<file path="src/rtl/spi3_pkg.sv">
package spi3_pkg;
  localparam int ADDR_W  = 13;
  localparam int DATA_W  = 8;
  localparam int INSTR_W = 16;

  typedef struct packed {
    logic              wrEn;
    logic [ADDR_W-1:0] addr;
    logic [DATA_W-1:0] data;
  } spiStrobe_t;

  typedef enum logic [1:0] {ST_IDLE, ST_INSTR, ST_DATA, ST_DONE} spiState_t;
endpackage

</file>
<file path="src/rtl/spi3_sync.sv">
module spi3_sync #(
  parameter int STAGES = 2
) (
  input  logic clk,
  input  logic rstN,
  input  logic sclkPin,
  input  logic csNPin,
  input  logic sdioPin,
  output logic sclkRise,
  output logic sclkFall,
  output logic csHigh,
  output logic sdioBit
);
  logic [STAGES:0]   sclkPipe;
  logic [STAGES-1:0] csPipe;
  logic [STAGES-1:0] sdioPipe;

  always_ff @(posedge clk or negedge rstN) begin
    if (!rstN) begin
      sclkPipe <= '0;
      csPipe   <= '1;
      sdioPipe <= '0;
    end else begin
      sclkPipe <= {sclkPipe[STAGES-1:0], sclkPin};
      csPipe   <= {csPipe[STAGES-2:0], csNPin};
      sdioPipe <= {sdioPipe[STAGES-2:0], sdioPin};
    end
  end

  assign sclkRise = sclkPipe[STAGES-1] & ~sclkPipe[STAGES];
  assign sclkFall = ~sclkPipe[STAGES-1] & sclkPipe[STAGES];
  assign csHigh   = csPipe[STAGES-1];
  assign sdioBit  = sdioPipe[STAGES-1];
endmodule

</file>
<file path="src/rtl/spi3_ctrl.sv">
module spi3_ctrl
  import spi3_pkg::*;
(
  input  logic              clk,
  input  logic              rstN,
  input  logic              sclkRise,
  input  logic              sclkFall,
  input  logic              csHigh,
  input  logic              sdioBit,
  input  logic [DATA_W-1:0] rdData,
  output logic [ADDR_W-1:0] curAddr,
  output spiStrobe_t        strobe,
  output logic              isRead,
  output logic              sdioOut,
  output logic              sdioOe
);
  localparam int CNT_W = $clog2(INSTR_W);

  spiState_t          state;
  logic [INSTR_W-1:0] shiftIn;
  logic [CNT_W-1:0]   bitCnt;
  logic [1:0]         lenCode;
  logic [1:0]         byteIdx;
  logic [DATA_W-1:0]  txReg;

  wire lastInstrBit = (bitCnt == CNT_W'(INSTR_W - 1));
  wire lastDataBit  = (bitCnt == CNT_W'(DATA_W - 1));
  wire streaming    = (lenCode == 2'b11);

  always_ff @(posedge clk or negedge rstN) begin
    if (!rstN) begin
      state   <= ST_IDLE;
      shiftIn <= '0;
      bitCnt  <= '0;
      lenCode <= '0;
      byteIdx <= '0;
      txReg   <= '0;
      curAddr <= '0;
      isRead  <= 1'b0;
      sdioOe  <= 1'b0;
      strobe  <= '0;
    end else begin
      strobe.wrEn <= 1'b0;
      if (csHigh) begin
        state  <= ST_IDLE;
        sdioOe <= 1'b0;
        bitCnt <= '0;
      end else begin
        case (state)
          ST_IDLE: begin
            state   <= ST_INSTR;
            bitCnt  <= '0;
            byteIdx <= '0;
          end
          ST_INSTR: if (sclkRise) begin
            shiftIn <= {shiftIn[INSTR_W-2:0], sdioBit};
            if (lastInstrBit) begin
              isRead  <= shiftIn[INSTR_W-2];
              lenCode <= shiftIn[INSTR_W-3:INSTR_W-4];
              curAddr <= {shiftIn[ADDR_W-2:0], sdioBit};
              bitCnt  <= '0;
              state   <= ST_DATA;
            end else begin
              bitCnt <= bitCnt + 1'b1;
            end
          end
          ST_DATA: begin
            if (sclkFall && isRead) begin
              sdioOe <= 1'b1;
              if (bitCnt == '0) txReg <= rdData;
              else              txReg <= {txReg[DATA_W-2:0], 1'b0};
            end
            if (sclkRise) begin
              shiftIn <= {shiftIn[INSTR_W-2:0], sdioBit};
              if (lastDataBit) begin
                bitCnt <= '0;
                if (!isRead) begin
                  strobe.wrEn <= 1'b1;
                  strobe.addr <= curAddr;
                  strobe.data <= {shiftIn[DATA_W-2:0], sdioBit};
                end
                curAddr <= curAddr + 1'b1;
                if (!streaming && byteIdx == lenCode) state <= ST_DONE;
                else                                  byteIdx <= byteIdx + 1'b1;
              end else begin
                bitCnt <= bitCnt + 1'b1;
              end
            end
          end
          default: ;
        endcase
      end
    end
  end

  assign sdioOut = txReg[DATA_W-1];
endmodule

</file>
<file path="src/rtl/spi3_regs.sv">
module spi3_regs
  import spi3_pkg::*;
#(
  parameter int         NUM_REGS  = 7,
  parameter logic [1:0] IDX_RESET = 2'b11
) (
  input  logic                     clk,
  input  logic                     rstN,
  input  spiStrobe_t               strobe,
  input  logic [ADDR_W-1:0]        rdAddr,
  output logic [DATA_W-1:0]        rdData,
  output logic [1:0]               chanIdx,
  output logic [NUM_REGS*DATA_W-1:0] regFileA,
  output logic [NUM_REGS*DATA_W-1:0] regFileB
);
  localparam int IDX_W = (NUM_REGS > 1) ? $clog2(NUM_REGS) : 1;
  localparam int N_CH  = 2;

  wire             wrInRange = (strobe.addr != '0) && (strobe.addr <= ADDR_W'(NUM_REGS));
  wire [IDX_W-1:0] wrIdx     = IDX_W'(strobe.addr - ADDR_W'(1));
  wire             rdInRange = (rdAddr != '0) && (rdAddr <= ADDR_W'(NUM_REGS));
  wire [IDX_W-1:0] rdIdx     = IDX_W'(rdAddr - ADDR_W'(1));

  always_ff @(posedge clk or negedge rstN) begin
    if (!rstN)                               chanIdx <= IDX_RESET;
    else if (strobe.wrEn && strobe.addr == '0) chanIdx <= strobe.data[1:0];
  end

  for (genvar ch = 0; ch < N_CH; ch++) begin : chanBank
    logic [DATA_W-1:0]          bank [NUM_REGS];
    logic [NUM_REGS*DATA_W-1:0] flatOut;

    always_ff @(posedge clk or negedge rstN) begin
      if (!rstN) begin
        for (int k = 0; k < NUM_REGS; k++) bank[k] <= '0;
      end else if (strobe.wrEn && wrInRange && chanIdx[ch]) begin
        bank[wrIdx] <= strobe.data;
      end
    end

    always_comb begin
      for (int k = 0; k < NUM_REGS; k++) flatOut[k*DATA_W +: DATA_W] = bank[k];
    end
  end

  assign regFileA = chanBank[0].flatOut;
  assign regFileB = chanBank[1].flatOut;

  always_comb begin
    if (rdAddr == '0)   rdData = {{(DATA_W-2){1'b0}}, chanIdx};
    else if (rdInRange) rdData = chanBank[0].bank[rdIdx];
    else                rdData = '0;
  end
endmodule

</file>
<file path="src/rtl/dual_chan_spi_regs.sv">
module dual_chan_spi_regs
  import spi3_pkg::*;
#(
  parameter int NUM_REGS    = 7,
  parameter int SYNC_STAGES = 2
) (
  input  logic                       clk,
  input  logic                       rstN,
  input  logic                       sclk,
  input  logic                       csN,
  input  logic                       sdioIn,
  output logic                       sdioOut,
  output logic                       sdioOe,
  output logic [NUM_REGS*DATA_W-1:0] regFileA,
  output logic [NUM_REGS*DATA_W-1:0] regFileB
);
  logic              sclkRise, sclkFall, csHigh, sdioBit, isRead;
  logic [ADDR_W-1:0] curAddr;
  logic [DATA_W-1:0] rdData;
  logic [1:0]        chanIdx;
  spiStrobe_t        strobe;

  spi3_sync #(.STAGES(SYNC_STAGES)) u_sync (
    .clk(clk), .rstN(rstN), .sclkPin(sclk), .csNPin(csN), .sdioPin(sdioIn),
    .sclkRise(sclkRise), .sclkFall(sclkFall), .csHigh(csHigh), .sdioBit(sdioBit)
  );

  spi3_ctrl u_ctrl (
    .clk(clk), .rstN(rstN), .sclkRise(sclkRise), .sclkFall(sclkFall),
    .csHigh(csHigh), .sdioBit(sdioBit), .rdData(rdData), .curAddr(curAddr),
    .strobe(strobe), .isRead(isRead), .sdioOut(sdioOut), .sdioOe(sdioOe)
  );

  spi3_regs #(.NUM_REGS(NUM_REGS)) u_regs (
    .clk(clk), .rstN(rstN), .strobe(strobe), .rdAddr(curAddr), .rdData(rdData),
    .chanIdx(chanIdx), .regFileA(regFileA), .regFileB(regFileB)
  );
endmodule

</file>
<file path="config.mk">
export PLATFORM = sky130hd
export DESIGN_NAME = dual_chan_spi_regs
export DESIGN_NICKNAME = d
export VERILOG_FILES = /design/src/rtl/spi3_pkg.sv /design/src/rtl/spi3_sync.sv /design/src/rtl/spi3_ctrl.sv /design/src/rtl/spi3_regs.sv /design/src/rtl/dual_chan_spi_regs.sv
export SDC_FILE = /design/constraint.sdc
export NUM_CORES = 1
export LEC_CHECK = 0
export ABC_AREA = 1
export BUFFER_PORTS_ARGS = -buffer_cell sky130_fd_sc_hd__buf_2
export CAP_MARGIN = 25
export CORE_UTILIZATION = 50
export CTS_CLUSTER_SIZE = 12
export DETAILED_ROUTE_END_ITERATION = 10
export PLACE_DENSITY_LB_ADDON = 0.15
export SYNTH_ARGS = -nofsm -noshare
export SYNTH_HDL_FRONTEND = slang
export SYNTH_HIERARCHICAL = 1
export SYNTH_SLANG_ARGS = --single-unit
</file>
<file path="constraint.sdc">
create_clock -name clk -period 3.6 [get_ports clk]
set_clock_uncertainty 0.15 [all_clocks]
set_input_delay 0.18 -clock clk [delete_from_list [all_inputs] [get_ports clk]]
set_output_delay 0.18 -clock clk [all_outputs]
set_load 0.02 [all_outputs]
</file>
* Word level (Yosys, flattened, before mapping) *
Index checks and enable logic that the tools add are counted.

word-level totals
  register bits after elaboration = 191
  input port bits = 5
  logic and storage cells = 135
  output and inout port bits = 114

operators by class
  $add $sub $neg = 5
  bitwise logic cells = 8
  equal/unequal tests = 16
  reduce and logical (&&, ||, !) cells = 31
  mux-type cells = 40
  magnitude comparators = 5

operators with widths
  kind                                                      number
  bitwise mux 56 bit                                        2
  2-to-1 mux 22 bit                                         5
  2-to-1 mux 13 bit                                         4
  2-to-1 mux 8 bit                                          6
  <= comparator 13 x 3 -> 1 bit, second input constant      2
  zero test 13 bit                                          2
  case mux 13 bit (2 select lines)                          1
  nonzero test 13 bit                                       2
  binary-select mux 8 bit (select 3 bit)                    1
  demux 8 bit (select 3 bit)                                1
  2-to-1 mux 4 bit                                          5
  2-to-1 mux 2 bit                                          9
  adder 13 x 1 -> 13 bit, second input constant             1
  case mux 4 bit (3 select lines)                           1
  AND reduction 6 bit                                       2
  AND reduction 5 bit                                       2
  logical AND 1 bit                                         9
  != test 3 x 2 -> 1 bit, second input constant             3
  AND reduction 3 bit                                       3
  greater-or-equal comparator 4 bit, second input constant  2
  inverter 3 -> 4 bit                                       2
  nonzero test 2 bit                                        4
  != test 2 bit, second input constant                      3
  != test 3 bit, second input constant                      2
  22 further kinds                                          31

* Longest topological paths before layout *
  depth after elaboration = 8
  mapped depth = 14
  depth with buffers taken out = 12

* Cells and area by module *
The synthesis kept the hierarchy.

by module, submodules not included
  module     sequential area each (µm²)  area an instance (µm²)  times used  cells each
  spi3_regs  2,855.2                     5,811.8                 1           737
  spi3_ctrl  1,751.7                     3,435.8                 1           411
  spi3_sync  177.7                       192.7                   1           11

* Worst setup path before layout *
Ideal clock, no wire load.

  kind = reg2reg
  from = register u_ctrl.curAddr[0]
  to = register u_ctrl.txReg[1]
  stages on the path, launching flop included = 14
  path buffers = 3
  arrival time = 2.209 ns
  clock period less this slack = 2.486 ns
  setup time = 0.127 ns
  slack = 1.114 ns
  data required time = 3.323 ns
  cell sequence = dfrtp_1 > clkinv_1 > clkbuf_1 > ha_1 > clkbuf_1 > inv_1 > clkbuf_1 > nand3_1 > nand2_1 > nand2_1 > nand3_1 > nand2_1 > nor2_1 > o21ai_0

on the way
  longest elaborated chain between the ends = 8
  elaborated cells between the ends (all ways) = 12
  classes of those cells = 1 x add/sub; 1 x order compare; 6 x mux; 1 x bitwise; 3 x reduce/logical

ends and longest elaborated chain
  item                                                  line                      RTL
  from (decl)                                           spi3_ctrl.sv:11           output logic [ADDR_W-1:0] curAddr,
  from (signal assigned)                                spi3_ctrl.sv:60           curAddr <= {shiftIn[ADDR_W-2:0], sdioBit};
  from (signal assigned)                                spi3_ctrl.sv:82           curAddr <= curAddr + 1'b1;
  subtractor 3 x 1 -> 3 bit                             spi3_regs.sv:22           wire [IDX_W-1:0] rdIdx = IDX_W'(rdAddr - ADDR_W'(1));
  inverter 3 -> 4 bit (not written as such)             spi3_regs.sv:51           else if (rdInRange) rdData = chanBank[0].bank[rdIdx];
  binary-select mux 8 bit (select 3 bit)                spi3_regs.sv:51
  2-to-1 mux 8 bit (not written as such) (2 in series)  spi3_regs.sv:51
  2-to-1 mux 8 bit                                      spi3_regs.sv:51
  2-to-1 mux 8 bit *                                    spi3_regs.sv:50           if (rdAddr == '0) rdData = {{(DATA_W-2){1'b0}}, chanIdx};
  net rdData[1]                                         dual_chan_spi_regs.sv:19  logic [DATA_W-1:0] rdData;
  2-to-1 mux 8 bit *                                    spi3_ctrl.sv:70           if (bitCnt == '0) txReg <= rdData;
  to (signal assigned)                                  spi3_ctrl.sv:70
  to (signal assigned)                                  spi3_ctrl.sv:71           else txReg <= {txReg[DATA_W-2:0], 1'b0};
  to (decl)                                             spi3_ctrl.sv:24           logic [DATA_W-1:0] txReg;

The timed path passes the listed nets; every way through them passes the cells marked *. The select of a mux whose other input is x is not followed.
A chain may end at the register's enable or synchronous reset.

* Final worst setup path *
  from = register u_ctrl/strobe[8] (netlist name)
  to = register u_regs.chanBank[0].bank, in the netlist u_regs/regFileA[43]

on the way
  longest elaborated chain between the ends = 7
  elaborated cells between the ends (all ways) = 13
  classes of those cells = 1 x add/sub; 3 x order compare; 3 x mux; 1 x bitwise; 5 x reduce/logical

ends and longest elaborated chain
  item                                                                                                            line             RTL
  subtractor 3 x 1 -> 3 bit                                                                                       spi3_regs.sv:20  wire [IDX_W-1:0] wrIdx = IDX_W'(strobe.addr - ADDR_W'(1));
  inverter 3 -> 4 bit (not written as such)                                                                       spi3_regs.sv:37  bank[wrIdx] <= strobe.data;
  greater-or-equal comparator 4 bit (not written as such) or less-than comparator 4 x 1 -> 1 bit (tied branches)  spi3_regs.sv:37
  logical AND 1 bit (not written as such)                                                                         spi3_regs.sv:37
  2-to-1 mux 8 bit (not written as such)                                                                          spi3_regs.sv:37
  demux 8 bit (select 3 bit)                                                                                      spi3_regs.sv:37
  bitwise mux 56 bit                                                                                              spi3_regs.sv:37
  to (signal, indexed assignment)                                                                                 spi3_regs.sv:37
  to (decl)                                                                                                       spi3_regs.sv:30  logic [DATA_W-1:0] bank [NUM_REGS];

Several ways; a longest one is shown, not always the timed one.

==> impl_metrics.tcl <==
set metrics [dict create \
    cp_num_buf_inv 2 \
    drive_gt1_share_pct 17.0 \
    grt_pass1_vias 7485 \
    wl_met3_microns 1720 \
    required_ns 3.77 \
    clock_latency_ns 0.44 \
    power_density_nw_per_um2 526 \
    start_util_pct 51.8 \
    yosysTopAreaCellShare_pct 49.6 \
    crit_cells 10 \
    rr_worst_depth 10 \
    rsz0062_at_grt "no" \
    antenna_found_initial 0 \
    die_w_microns 139 \
    dp_hpwl_microns 16200 \
    fp.dieH_microns 139 \
    drtIter0Drc 824 \
    ys.warnings.count 6 \
    syn2layout_area_growth_pct 13.4 \
    syn_nets 1174 \
    vias_per_cell 5.45 \
    outcome "completed" \
    leakage_nw 5.75 \
    die_area_sq_um 19400 \
    final_hold_viol_count 0 \
    clock_path_buffers 2 \
    final_max_slew_viol_count 0 \
    finalSetupTns_ns 0 \
    cts-resized-gates 0 \
    cp_top_family "simple AND/OR/NAND/NOR gates" \
    max_cap_violations 0 \
    track_usage_pct 26.3 \
    final_cell_mix "nand2_1, dfrtp_1, buf_2" \
    htree_levels 4 \
    cp_max_fo 18 \
    vias 8156 \
    netlist.top_cell.by_area "dfrtp_1" \
    regArea_sq_um 4780 \
    hold_buffers 4 \
    cts_buffers 17 \
    r2r-start "u_ctrl/strobe[8]" \
    routedWlPerCell_microns 16.4 \
    setup_viol 0 \
    ys_seq_area_share_pct 50.7 \
    first_pass_iters 7 \
    fill_cells 1665 \
    dp_cells 1460 \
    synthCells 1159 \
    gp_congestion 0.875 \
    synth_cell_type_count 36 \
    grt_pass1_wl_microns 39900 \
    root_buffer "clkbuf_16" \
    hold_class "in -> async" \
    path_class "reg -> reg" \
    nets 1269 \
    slowest_stage "dfrtp_1" \
    slowest_delay_ns 0.58 \
    cp.arrival_ns 2.91 \
    met1_length_microns 11400 \
    port_buffers 118 \
    ys_top_cells_by_area "dfrtp_1, nand2_1, nand4_1" \
    path_cells "inv_1 > ha_1 > inv_1 > nand2_1 > nand2_2 > nand2_2 > nor2_4 > nand3_1 > nand2_1 > nand2_1" \
    multi_input_area_sq_um 3930 \
    tightest_slew_ns 0.863 \
    worst_slack_ns 0.859 \
    row_count 49 \
    final_min_period_over_clock_period_pct 76.1 \
    antenna_left 0 \
    antennaDiodeCount 0 \
    timing.fmax_ghz 0.365 \
    r2r_end "u_regs/regFileA[43]" \
    grt-ovfl-total 0 \
    startpoint_type "flip-flop" \
    grt_max_degree 86 \
    power_mw 5.63 \
    worst_setup_path_end_kind "flip-flop" \
    avgSynthCellArea_sq_um 8.15 \
    drt-total-wl_microns 24600 \
    coreArea_sq_um 18200 \
    num_io_pins 119 \
    cts_num_sinks 191 \
    dp_slack_ns 0.867 \
    maxSlewHeadroom_pct 42.5 \
    cp_common_cell "nand2_1" \
    ys_seq_elements 191 \
    cts_tree "built" \
    syn_area_sq_um 9440 \
    vdd_drop_max_mv 0.326 \
    drc 0 \
    final_cells 1496 \
    r2r_slack_ns 0.86 \
    final_common_cell "nand2_1" \
    min_period_ns 2.74 \
    highest_layer "met4" \
    wl_met2_microns 11100 \
    clkTransAtPathRegs_ns 0.07 \
    postCtsSetupBuffers 0 \
]
[synth_stat cells (all sizes together)]
library cell and number:
ha 10, mux2 7, inv 87, nor2 76, nor3 9, nand4 116
clkinv 2, a21oi 2, nand3 87, nor3b 1, dfstp 4, buf 33
o21ai 67, nand2 433, xor2 2, nor4 1, clkbuf 29, o22ai 2
or2 4, dfrtp 187
[routing by layer]
metal / vias up / GRT usage, %
met4: 0 / 8.71
met5: - / 0
li1: 3981 / -
met2: 323 / 39.8
met3: 34 / 4.44
met1: 3818 / 38.5
[registers in the layout, indices dropped and copies added, names as in the netlist, 3 cells and up]
signal / count
u_ctrl/shiftIn: 15
u_ctrl/bitCnt: 4
u_ctrl/strobe: 22
u_sync/sclkPipe: 3
u_ctrl/curAddr: 13
u_ctrl/txReg: 8
u_regs/regFileA: 56
u_regs/regFileB: 56
[area by class of cell]
| class | count | area share, % |
|---|---|---|
| clock buffers | 18 | 4.01 |
| clock inverters | 14 | 1.27 |
| inverters | 89 | 3.14 |
| multi-input cells | 817 | 36.7 |
| flip-flops and latches | 191 | 44.7 |
| well taps | 229 | 2.68 |
| repair buffers | 138 | 7.45 |
[metrics by stage]
| stage | hold WS [ns] | util [%] | cell area, sq um |
|---|---|---|---|
| 6_report | 0.203 | 58.8 | 10700 |
| 5_1_grt | 0.213 | 58.8 | 10700 |
| 4_1_cts | 0.205 | 58.8 | 10700 |
| 3_5_place_dp | 0.136 | 55.5 | 10100 |
| 3_3_place_gp | 0.128 | 55.5 | 10100 |
| 2_1_floorplan | -0.266 | - | 9440 |
[report_power, final]
part           switching [mW]  internal, mW
logic                    1.02         0.428
registers               0.108          2.24
clock network           0.913         0.927
total                    2.04          3.60
[how the worst max path moves through the flow]
stage | start | end
6_report | u_ctrl/strobe[8] | u_regs/regFileA[43]
4_1_cts | u_ctrl/strobe[8] | u_regs/regFileB[51]
3_3_place_gp | u_ctrl/strobe[8] | u_regs/regFileB[51]
5_1_grt | u_ctrl/strobe[8] | u_regs/regFileA[35]
2_1_floorplan | u_ctrl/curAddr[0] | u_ctrl/txReg[1]
3_5_place_dp | u_ctrl/strobe[8] | u_regs/regFileB[50]
[cell families (layout without fill, tap and decap cells)]
| kind of cell | Yosys count | count (layout) | share of synthesized area, % |
|---|---|---|---|
| muxes | 7 | 7 | 0.994 |
| AOI/OAI and AO/OA | 71 | 71 | 3.83 |
| and+or+nand+nor | 727 | 727 | 35.3 |
| buffers and inverters | 151 | 259 | 7.66 |
| DFF | 191 | 191 | 50.7 |
| adders and majority gates | 10 | 10 | 1.33 |
| xor gates and xnor gates | 2 | 2 | 0.186 |
No activity file was read; power rests on OpenSTA's default activity.
